==> src/rtl/modal_timer_pkg.sv <==
package modal_timer_pkg;

    localparam int MODE_W = 4;
    localparam int ADDR_W = 2;

    typedef enum logic [ADDR_W-1:0] {
        A_CTRL = 2'd0,
        A_LOAD = 2'd1,
        A_CMP  = 2'd2,
        A_STAT = 2'd3
    } reg_addr_e;

    typedef enum logic [2:0] {
        MC_NONE,
        MC_TIMER,
        MC_WDOG,
        MC_PWM,
        MC_MEAS_RISE,
        MC_MEAS_FALL
    } mode_class_e;

    // packed so that bit 0 is enable, bits 4:1 mode, bit 5 reload
    typedef struct packed {
        logic              trm;
        logic [MODE_W-1:0] mode;
        logic              en;
    } ctrl_t;

    localparam int CTRL_W = $bits(ctrl_t);

    function automatic mode_class_e classify(input logic [MODE_W-1:0] m);
        mode_class_e c;
        case (m)
            4'd0, 4'd1, 4'd2, 4'd3: c = MC_TIMER;
            4'd4:                   c = MC_MEAS_RISE;
            4'd5:                   c = MC_MEAS_FALL;
            4'd7:                   c = MC_PWM;
            4'd9, 4'd10:            c = MC_WDOG;
            default:                c = MC_NONE;
        endcase
        return c;
    endfunction

    function automatic logic is_meas(input mode_class_e c);
        return (c == MC_MEAS_RISE) || (c == MC_MEAS_FALL);
    endfunction

endpackage

==> src/rtl/modal_timer_regs.sv <==
module modal_timer_regs
    import modal_timer_pkg::*;
#(
    parameter int CNT_W = 24
) (
    input  logic              clk,
    input  logic              rst_n,
    input  logic              wr_en,
    input  logic [ADDR_W-1:0] wr_addr,
    input  logic [CNT_W-1:0]  wr_data,
    output ctrl_t             ctrl_o,
    output logic [CNT_W-1:0]  load_o,
    output logic [CNT_W-1:0]  cmp_o,
    output logic              clr_cmp_o,
    output logic              clr_ovf_o
);

    typedef struct packed {
        ctrl_t             ctrl;
        logic [CNT_W-1:0]  load;
        logic [CNT_W-1:0]  cmp;
    } reg_state_t;

    reg_state_t st_d, st_q;

    always_comb begin
        st_d      = st_q;
        clr_cmp_o = 1'b0;
        clr_ovf_o = 1'b0;
        if (wr_en) begin
            case (reg_addr_e'(wr_addr))
                A_CTRL: st_d.ctrl = ctrl_t'(wr_data[CTRL_W-1:0]);
                A_LOAD: st_d.load = wr_data;
                A_CMP:  st_d.cmp  = wr_data;
                A_STAT: begin
                    clr_cmp_o = wr_data[0];
                    clr_ovf_o = wr_data[1];
                end
                default: ;
            endcase
        end
    end

    always_ff @(posedge clk or negedge rst_n) begin
        if (!rst_n) st_q <= '0;
        else        st_q <= st_d;
    end

    assign ctrl_o = st_q.ctrl;
    assign load_o = st_q.load;
    assign cmp_o  = st_q.cmp;

endmodule

==> src/rtl/modal_timer_edge.sv <==
module modal_timer_edge (
    input  logic clk,
    input  logic rst_n,
    input  logic sig_i,
    output logic rise_o,
    output logic fall_o
);

    logic prev_d, prev_q;

    always_comb begin
        prev_d = sig_i;
        rise_o = sig_i  & ~prev_q;
        fall_o = ~sig_i &  prev_q;
    end

    always_ff @(posedge clk or negedge rst_n) begin
        if (!rst_n) prev_q <= 1'b0;
        else        prev_q <= prev_d;
    end

endmodule

==> src/rtl/modal_timer_cnt.sv <==
module modal_timer_cnt
    import modal_timer_pkg::*;
#(
    parameter int CNT_W = 24
) (
    input  logic             clk,
    input  logic             rst_n,
    input  ctrl_t            ctrl_i,
    input  logic [CNT_W-1:0] load_i,
    input  logic [CNT_W-1:0] cmp_i,
    input  logic             tick_i,
    input  logic             rise_i,
    input  logic             fall_i,
    input  logic             clr_cmp_i,
    input  logic             clr_ovf_i,
    output logic [CNT_W-1:0] count_o,
    output logic             cmp_flag_o,
    output logic             ovf_flag_o,
    output logic             pwm_o,
    output logic             primed_o
);

    localparam logic [CNT_W-1:0] ALL_ONES = {CNT_W{1'b1}};

    typedef struct packed {
        logic [CNT_W-1:0] count;
        logic             primed;
        logic             cflag;
        logic             oflag;
        logic             pwm;
    } cnt_state_t;

    cnt_state_t  st_d, st_q;
    mode_class_e cls;
    logic        meas, active, run, hit, wrap, qual, edge_ld, first, restart;

    always_comb begin
        cls     = classify(ctrl_i.mode);
        meas    = is_meas(cls);
        active  = ctrl_i.en && (cls != MC_NONE);
        run     = active && (meas || st_q.primed);
        hit     = run && tick_i && (st_q.count == cmp_i);
        wrap    = run && tick_i && (st_q.count == ALL_ONES);
        qual    = ((cls == MC_MEAS_RISE) && rise_i) || ((cls == MC_MEAS_FALL) && fall_i);
        edge_ld = active && ctrl_i.trm && qual;
        first   = active && !meas && !st_q.primed && tick_i;
        restart = ctrl_i.trm &&
                  ((((cls == MC_TIMER) || (cls == MC_WDOG)) && hit) ||
                   ((cls == MC_PWM) && wrap));

        st_d = st_q;
        if (active) begin
            if (edge_ld || first)   st_d.count = load_i;
            else if (run && tick_i) st_d.count = restart ? load_i : st_q.count + 1'b1;
        end
        st_d.primed = active && !meas && (st_q.primed || tick_i);
        st_d.cflag  = (st_q.cflag & ~clr_cmp_i) | hit;
        st_d.oflag  = (st_q.oflag & ~clr_ovf_i) | wrap;

        if (!(active && (cls == MC_PWM))) st_d.pwm = 1'b0;
        else if (first || wrap)           st_d.pwm = 1'b1;
        else if (hit)                     st_d.pwm = 1'b0;
    end

    always_ff @(posedge clk or negedge rst_n) begin
        if (!rst_n) st_q <= '0;
        else        st_q <= st_d;
    end

    assign count_o    = st_q.count;
    assign cmp_flag_o = st_q.cflag;
    assign ovf_flag_o = st_q.oflag;
    assign pwm_o      = st_q.pwm;
    assign primed_o   = st_q.primed;

endmodule

==> src/rtl/modal_timer.sv <==
module modal_timer
    import modal_timer_pkg::*;
#(
    parameter int CNT_W = 24
) (
    input  logic              clk,
    input  logic              rst_n,
    input  logic              wr_en,
    input  logic [ADDR_W-1:0] wr_addr,
    input  logic [CNT_W-1:0]  wr_data,
    input  logic              tick_i,
    input  logic              meas_i,
    output logic [CNT_W-1:0]  count_o,
    output logic              cmp_flag_o,
    output logic              ovf_flag_o,
    output logic              pwm_o
);

    ctrl_t            ctrl;
    logic [CNT_W-1:0] load_val;
    logic [CNT_W-1:0] cmp_val;
    logic             clr_cmp, clr_ovf;
    logic             rise, fall, primed;

    modal_timer_regs #(.CNT_W(CNT_W)) regs_i (
        .clk       (clk),
        .rst_n     (rst_n),
        .wr_en     (wr_en),
        .wr_addr   (wr_addr),
        .wr_data   (wr_data),
        .ctrl_o    (ctrl),
        .load_o    (load_val),
        .cmp_o     (cmp_val),
        .clr_cmp_o (clr_cmp),
        .clr_ovf_o (clr_ovf)
    );

    modal_timer_edge edge_i (
        .clk    (clk),
        .rst_n  (rst_n),
        .sig_i  (meas_i),
        .rise_o (rise),
        .fall_o (fall)
    );

    modal_timer_cnt #(.CNT_W(CNT_W)) cnt_i (
        .clk        (clk),
        .rst_n      (rst_n),
        .ctrl_i     (ctrl),
        .load_i     (load_val),
        .cmp_i      (cmp_val),
        .tick_i     (tick_i),
        .rise_i     (rise),
        .fall_i     (fall),
        .clr_cmp_i  (clr_cmp),
        .clr_ovf_i  (clr_ovf),
        .count_o    (count_o),
        .cmp_flag_o (cmp_flag_o),
        .ovf_flag_o (ovf_flag_o),
        .pwm_o      (pwm_o),
        .primed_o   (primed)
    );

endmodule

==> config.mk <==
export PLATFORM = sky130hd
export DESIGN_NAME = modal_timer
export DESIGN_NICKNAME = d
export VERILOG_FILES = /design/src/rtl/modal_timer_pkg.sv /design/src/rtl/modal_timer_regs.sv /design/src/rtl/modal_timer_edge.sv /design/src/rtl/modal_timer_cnt.sv /design/src/rtl/modal_timer.sv
export SDC_FILE = /design/constraint.sdc
export NUM_CORES = 1
export LEC_CHECK = 0
export ABC_AREA = 1
export BUFFER_PORTS_ARGS = -buffer_cell sky130_fd_sc_hd__buf_2
export CAP_MARGIN = 10
export CORE_ASPECT_RATIO = 0.75
export CORE_UTILIZATION = 40
export CTS_CLUSTER_SIZE = 8
export DETAILED_ROUTE_END_ITERATION = 16
export HOLD_SLACK_MARGIN = 0.1
export SLEW_MARGIN = 30
export SYNTH_ARGS = -nofsm -noshare
export SYNTH_HDL_FRONTEND = slang
export SYNTH_SLANG_ARGS = --single-unit
==> constraint.sdc <==
create_clock -name clk -period 2.71 [get_ports clk]
set_clock_uncertainty 0.2 [all_clocks]
set_input_delay 0.1355 -clock clk [delete_from_list [all_inputs] [get_ports clk]]
set_output_delay 0.1355 -clock clk [all_outputs]
set_load 0.02 [all_outputs]
==> Word-level counts from Yosys, hierarchy flattened <==
Memories as Yosys holds them, arrays and structs flattened.
Index checks and enable logic that the tools add are counted.
{ "word_totals": {"mem_bits_ro": 48, "output_inout_bits": 27, "reg_bits": 83, "in_bits": 31, "memories": 1} }
{ "op_classes": {"n_addsub": 1, "n_eq_ne": 11, "muxes": 10, "n_bitwise": 10, "n_reduce_logical": 34} }
{ "memory_table": {"columns": ["memory", "words", "word_bits", "read_ports", "rd_ports_with_merged_regs", "write_ports", "line", "source"], "rows": [
  ["(no name shown)", 16, 3, 1, 0, 0, "modal_timer_pkg.sv:33", "case (m)"]
]} }
{ "ops": {"columns": ["op", "count"], "rows": [
  ["$mux W24", 3],
  ["$add A24 B1 Y24 const B", 1],
  ["$eq A24 B24 Y1", 1],
  ["$eq A24 B24 Y1 const B", 1],
  ["$logic_and A1 B1 Y1", 17],
  ["$logic_or A1 B1 Y1", 8],
  ["$reduce_and A2 Y1", 4],
  ["$mux W1", 7],
  ["$eq A3 B2 Y1 const B", 2],
  ["$eq A3 B3 Y1 const B", 2],
  ["$and A1 B1 Y1", 4],
  ["$eq A2 B2 Y1 const B", 2],
  ["$not A1 Y1", 4],
  ["$eq A3 B1 Y1 const B", 1],
  ["$ne A3 B2 Y1 const B", 1],
  ["$reduce_bool A3 Y1", 1],
  ["$eq A2 B1 Y1 const B", 1],
  ["$logic_not A1 Y1", 2],
  ["$logic_not A2 Y1", 1],
  ["$or A1 B1 Y1", 2],
  ["$reduce_bool A2 Y1", 1]
]} }

==> Logic depth before layout (Yosys ltp) <==
An unclocked memory read counts as a cell.
{ "depth": {"word_depth": 13, "mapped_depth": 16, "ltp_nobuf": 15} }

==> Cells and area by module <==
A second synthesis with hierarchy kept.
{ "hier_totals": {"cells_unflattened": 636, "hier_area_um2": 4789.6} }
{ "by_module_without_submodules": {"columns": ["mod", "cells_each", "instances", "area_per_inst_um2"], "rows": [
  ["modal_timer_cnt", 384, 1, 2498.6],
  ["modal_timer_regs", 247, 1, 2250.9],
  ["modal_timer_edge", 5, 1, 40.0]
]} }

==> Worst setup path after synthesis <==
OpenSTA, ideal clock, no wires.
{ "synth_timing": {"kind": "reg-to-reg", "from": "register cnt_i.st_q, in the netlist cnt_i.count_o[0]", "to": "register cnt_i.st_q, in the netlist cnt_i.count_o[4]", "arrival_time_ns": 2.015, "stages_incl_launch_ff": 16, "period_less_slack_ns": 2.331, "setup_slack_ns": 0.379, "setup_time_ns": 0.116, "required_time_ns": 2.394, "cell_sequence": "dfrtp_1 > ha_1 > nand2_1 > nor2_4 > nand3_4 > nor2_4 > nand2_4 > nor3_4 > nand3_2 > nand2_2 > nand2_4 > nand2_8 > buf_12 > nand2_2 > nand3_2 > nand2_2"} }
{ "synth_via": {"elab_chain_len": 8} }
{ "synth_rtl": {"columns": ["item", "line", "source"], "rows": [
  ["start, declared", "modal_timer_cnt.sv:33", "cnt_state_t st_d, st_q;"],
  ["start signal, assigned", "modal_timer_cnt.sv:67", "else st_q <= st_d;"],
  ["branches (longest 5 deep; another with $add A24 B1 Y24)", null, null],
  ["$mux W24 * (2 in a row)", "modal_timer_cnt.sv:54", "else if (run && tick_i) st_d.count = restart ? load_i : st_q.count + 1'b1;"],
  ["$mux W24 *", "modal_timer_cnt.sv:53", "if (edge_ld || first) st_d.count = load_i;"]
]} }
Mark *: on every way between the ends. The select of a mux whose other input is x is not followed.
A chain may end at the register's enable or synchronous reset.

==> Final worst setup path <==
{ "layout_timing": {"from": "register regs_i.st_q, in the netlist regs_i.ctrl_o[1]", "to": "register cnt_i.st_q, in the netlist cnt_i.count_o[11]"} }
{ "layout_via": {"elab_chain_len": 13} }
{ "layout_rtl": {"columns": ["item", "line", "source"], "rows": [
  ["start, declared", "modal_timer_regs.sv:24", "reg_state_t st_d, st_q;"],
  ["start signal, assigned", "modal_timer_regs.sv:46", "else st_q <= st_d;"],
  ["$mem_v2 Z16 W3 *", null, null],
  ["$eq A3 B3 Y1", "modal_timer_pkg.sv:45, modal_timer_cnt.sv:44", null],
  ["$logic_or A1 B1 Y1", "modal_timer_pkg.sv:45", "return (c == MC_MEAS_RISE) || (c == MC_MEAS_FALL);"],
  ["$logic_or A1 B1 Y1", "modal_timer_cnt.sv:41", "run = active && (meas || st_q.primed);"],
  ["$logic_and A1 B1 Y1", "modal_timer_cnt.sv:41", null],
  ["$logic_and A1 B1 Y1", "modal_timer_cnt.sv:42, modal_timer_cnt.sv:43, modal_timer_cnt.sv:54", null],
  ["$logic_and A1 B1 Y1, on equally long branches", "modal_timer_cnt.sv:42, modal_timer_cnt.sv:43", null],
  ["$logic_and A1 B1 Y1, on equally long branches", "modal_timer_cnt.sv:48, modal_timer_cnt.sv:49", null],
  ["$logic_or A1 B1 Y1", "modal_timer_cnt.sv:48", "((((cls == MC_TIMER) || (cls == MC_WDOG)) && hit) ||"],
  ["$logic_and A1 B1 Y1", "modal_timer_cnt.sv:47", "restart = ctrl_i.trm &&"],
  ["$mux W24 (2 in a row)", "modal_timer_cnt.sv:54", null],
  ["$mux W24", "modal_timer_cnt.sv:53", null]
]} }
Every way passes the cells marked *; elsewhere a longest branch is shown, timed or not. The select of a mux whose other input is x is not followed.

==> out/qor.yml <==
status: "finished, final reports clean"
synth_cells: 640
worstPathArrival_ns: 2.53
synthMuxAreaShare_pct: 0
place_inst: 847
p_leak_nw: 3.16
ys_seq_elements: 83
dr.pass1.iters: 5
initial_core_util_pct: 41.9
swShare_pct: 38.9
p_sw_mw: 1.78
rsz0062_at_grt: "no"
cts_setup_buffers: 0
ctsHoldBuffers: 30
drive_above_1_share_pct: 24.9
pwr-share-seq_pct: 40.0
start_kind: "flip-flop"
synth_top_family_by_area: "simple AND/OR/NAND/NOR gates"
io_buffers: 57
grt_pass1_wl_um: 20100
max-cap-violations: 0
p_int_mw: 2.79
synthXorXnorAreaFrac_pct: 4.75
placed_cell_area_um2: 5420
finalHoldViolations: 0
power_density_nw_per_um2: 761
avgSynthCellArea_um2: 7.78
synth_compound_area_share_pct: 5.96
ys_warn_count: 0
hpwl_um: 8350
core_um2: 11900
clock_path_buffers: 2
vias: 4175
irDropWorstVdd_mv: 0.367
clockRootBuffer: "clkbuf_16"
cts_resized: 0
cts_buffers: 9
finalInstanceArea_um2: 6000
grt_pass1_vias: 4047
fmax_mhz: 400
comb_power_share_pct: 34.7
drv_slew: 0
die_width_um: 131
required_ns: 2.74
num-nets-final: 759
setup-tns-final_ns: 0
viasPerCell: 4.68
post_drt_wl_per_cell_um: 12.9
die_h_um: 98.6
overflow: 0
clockPowerShare_pct: 25.2
grt_use_total_pct: 20.0
totalWireLength_um: 11600
antenna_cells: 0
final.period_utilization_pct: 92.3
gp_congestion: 0.855
min_path_type: "in -> async"
synth-simple-area-share_pct: 36.0
setup_viol: 0
cts_sinks: 83
synthAdderAreaFrac_pct: 0.503
syn-num-nets: 673
syn2layout_area_growth_pct: 20.6
cp-end-kind: "flip-flop"
path_clk_slew_ns: 0.06
grt_antenna_before_repair: 0
synth_cell_types: 32
cp_max_fo: 15
cts_tree: "built"
drc: 0
grt_max_degree: 49
num_io_pins: 58
antenna_left: 0
relSlewSlack_pct: 61.8
synth_area_um2: 4980
worstMarginPinSlew_ns: 0.573
drt_iter0_drc: 237
ctsHtreeMaxLevel: 3
insertion_delay_ns: 0.34
die-area_um2: 12900
critical_path_class: "reg -> reg"
synth-seq-area-share_pct: 41.7
instances_no_fill: 893
fin_crit_ns: 2.50
num_rows: 34
layout by cell type, fill, tap and decap left out, types with 5 or more instances in the layout:
cell / count
inv_1: 101
dlygate4sd3_1: 30
xnor2_1: 8
buf_2: 56
nor3_1: 7
o21ai_0: 57
nor2_1: 30
dfrtp_1: 83
nand3_1: 30
nand4_1: 5
buf_4: 10
nand2_1: 172
nand2_2: 41
xor2_1: 19
nand3_2: 41
inv_2: 5
clkbuf_16: 9
final timing paths:
path                                               start                             to  slack (ns)  depth (start not counted)
max                         regs_i.ctrl_o[1]$_DFFE_PN0P_  cnt_i.count_o[11]$_DFFE_PN0P_        0.21                         14
min                                                rst_n    regs_i.cmp_o[4]$_DFFE_PN0P_        0.15                          2
max reg2reg                 regs_i.ctrl_o[1]$_DFFE_PN0P_  cnt_i.count_o[11]$_DFFE_PN0P_        0.21                         14
min reg2reg                regs_i.load_o[17]$_DFFE_PN0P_  regs_i.load_o[17]$_DFFE_PN0P_        0.29                          2
max in group asynchronous                          rst_n  cnt_i.count_o[17]$_DFFE_PN0P_        1.43                          3
min in group clk                                  meas_i        edge_i.prev_q$_DFF_PN0_        0.26                          2
flip-flops by register name, summed over array words and instances (netlist names):
name	count
cnt_i.ovf_flag_o	1
cnt_i.count_o	24
regs_i.ctrl_o	6
cnt_i.cmp_flag_o	1
regs_i.cmp_o	24
cnt_i.primed_o	1
edge_i.prev_q	1
cnt_i.pwm_o	1
regs_i.load_o	24
cells by family after synthesis:
group,Yosys count
compound gates,59
xor+xnor,27
fa+ha+maj,2
buf+inv,129
flops,83
simple gates,340
synth_stat cells:
master    instances  area [um2]
buf_12            2        40.0
buf_6             2        22.5
o21ai_0          57         285
nor2_2            2        12.5
nand3_2          41         410
nand2_4           2        22.5
clkbuf_2          1        5.00
dfrtp_1          83        2080
nor3_2            1        10.0
or2_2             2        12.5
buf_4             4        30.0
nor4_1            1        6.26
ha_1              2        25.0
nand2_1         172         646
a31oi_1           1        6.26
a21oi_1           1        5.00
nand2_2          41         257
nand2_8           1        20.0
nand3_1          30         150
nand3_4           1        17.5
inv_1           101         379
nand3b_1          1        7.51
clkbuf_1         11        41.3
nor3_4            1        16.3
nor2_4            2        22.5
nor2_1           30         113
buf_2             3        15.0
xnor2_1           8        70.1
xor2_1           19         166
nor3_1            7        35.0
inv_2             5        18.8
nand4_1           5        31.3
worst max-delay path, stage by stage (launching register included):
cell and delay [ns]:
dfrtp_1 0.40, ha_1 0.30, nand3_1 0.08, nand2_1 0.11, nor2_1 0.15, nand2_1 0.09
nand3_1 0.10, nor2_2 0.07, nand3_1 0.10, nand2_2 0.06, nand2_4 0.17, buf_4 0.30
nand3_2 0.12, nand3_2 0.10, nand2_2 0.04
area by class of cell:
type | instances | area [um2]
sequential | 83 | 2080
clock inverter | 4 | 25.0
tap | 162 | 203
fill | 1166 | 5870
timing repair buffer | 98 | 696
clock buffer | 12 | 256
multi-input combinational | 428 | 2350
inverter | 106 | 398
per-stage QoR:
step	utilization (%)	setup slack, ns	total power, mW	hold slack, ns
final	50.6	0.210	4.57	0.152
after global routing	50.6	0.0206	4.92	0.214
after CTS	50.6	0.207	4.62	0.163
after detailed placement	45.7	0.224	3.41	-0.0324
after global placement	45.7	0.300	3.37	-0.0351
after floorplan	-	0.379	2.93	-0.360
power groups by stage:
stage	Combinational, mW	Clock [mW]	Sequential, mW
final	1.59	1.15	1.83
after global routing	1.80	1.24	1.88
after detailed placement	1.56	0	1.85
after CTS	1.60	1.19	1.83
after floorplan	1.02	0	1.91
after global placement	1.53	0	1.84
per-layer routing:
metal / GRT usage [%] / wire length (um) / up-vias
met4: 5.57 / 114 / 0
met1: 29.2 / 5830 / 1946
li1: - / - / 2139
met2: 29.8 / 5110 / 81
met3: 4.23 / 499 / 9
met5: 0 / 0 / -
(Power assumes the default switching activity.)
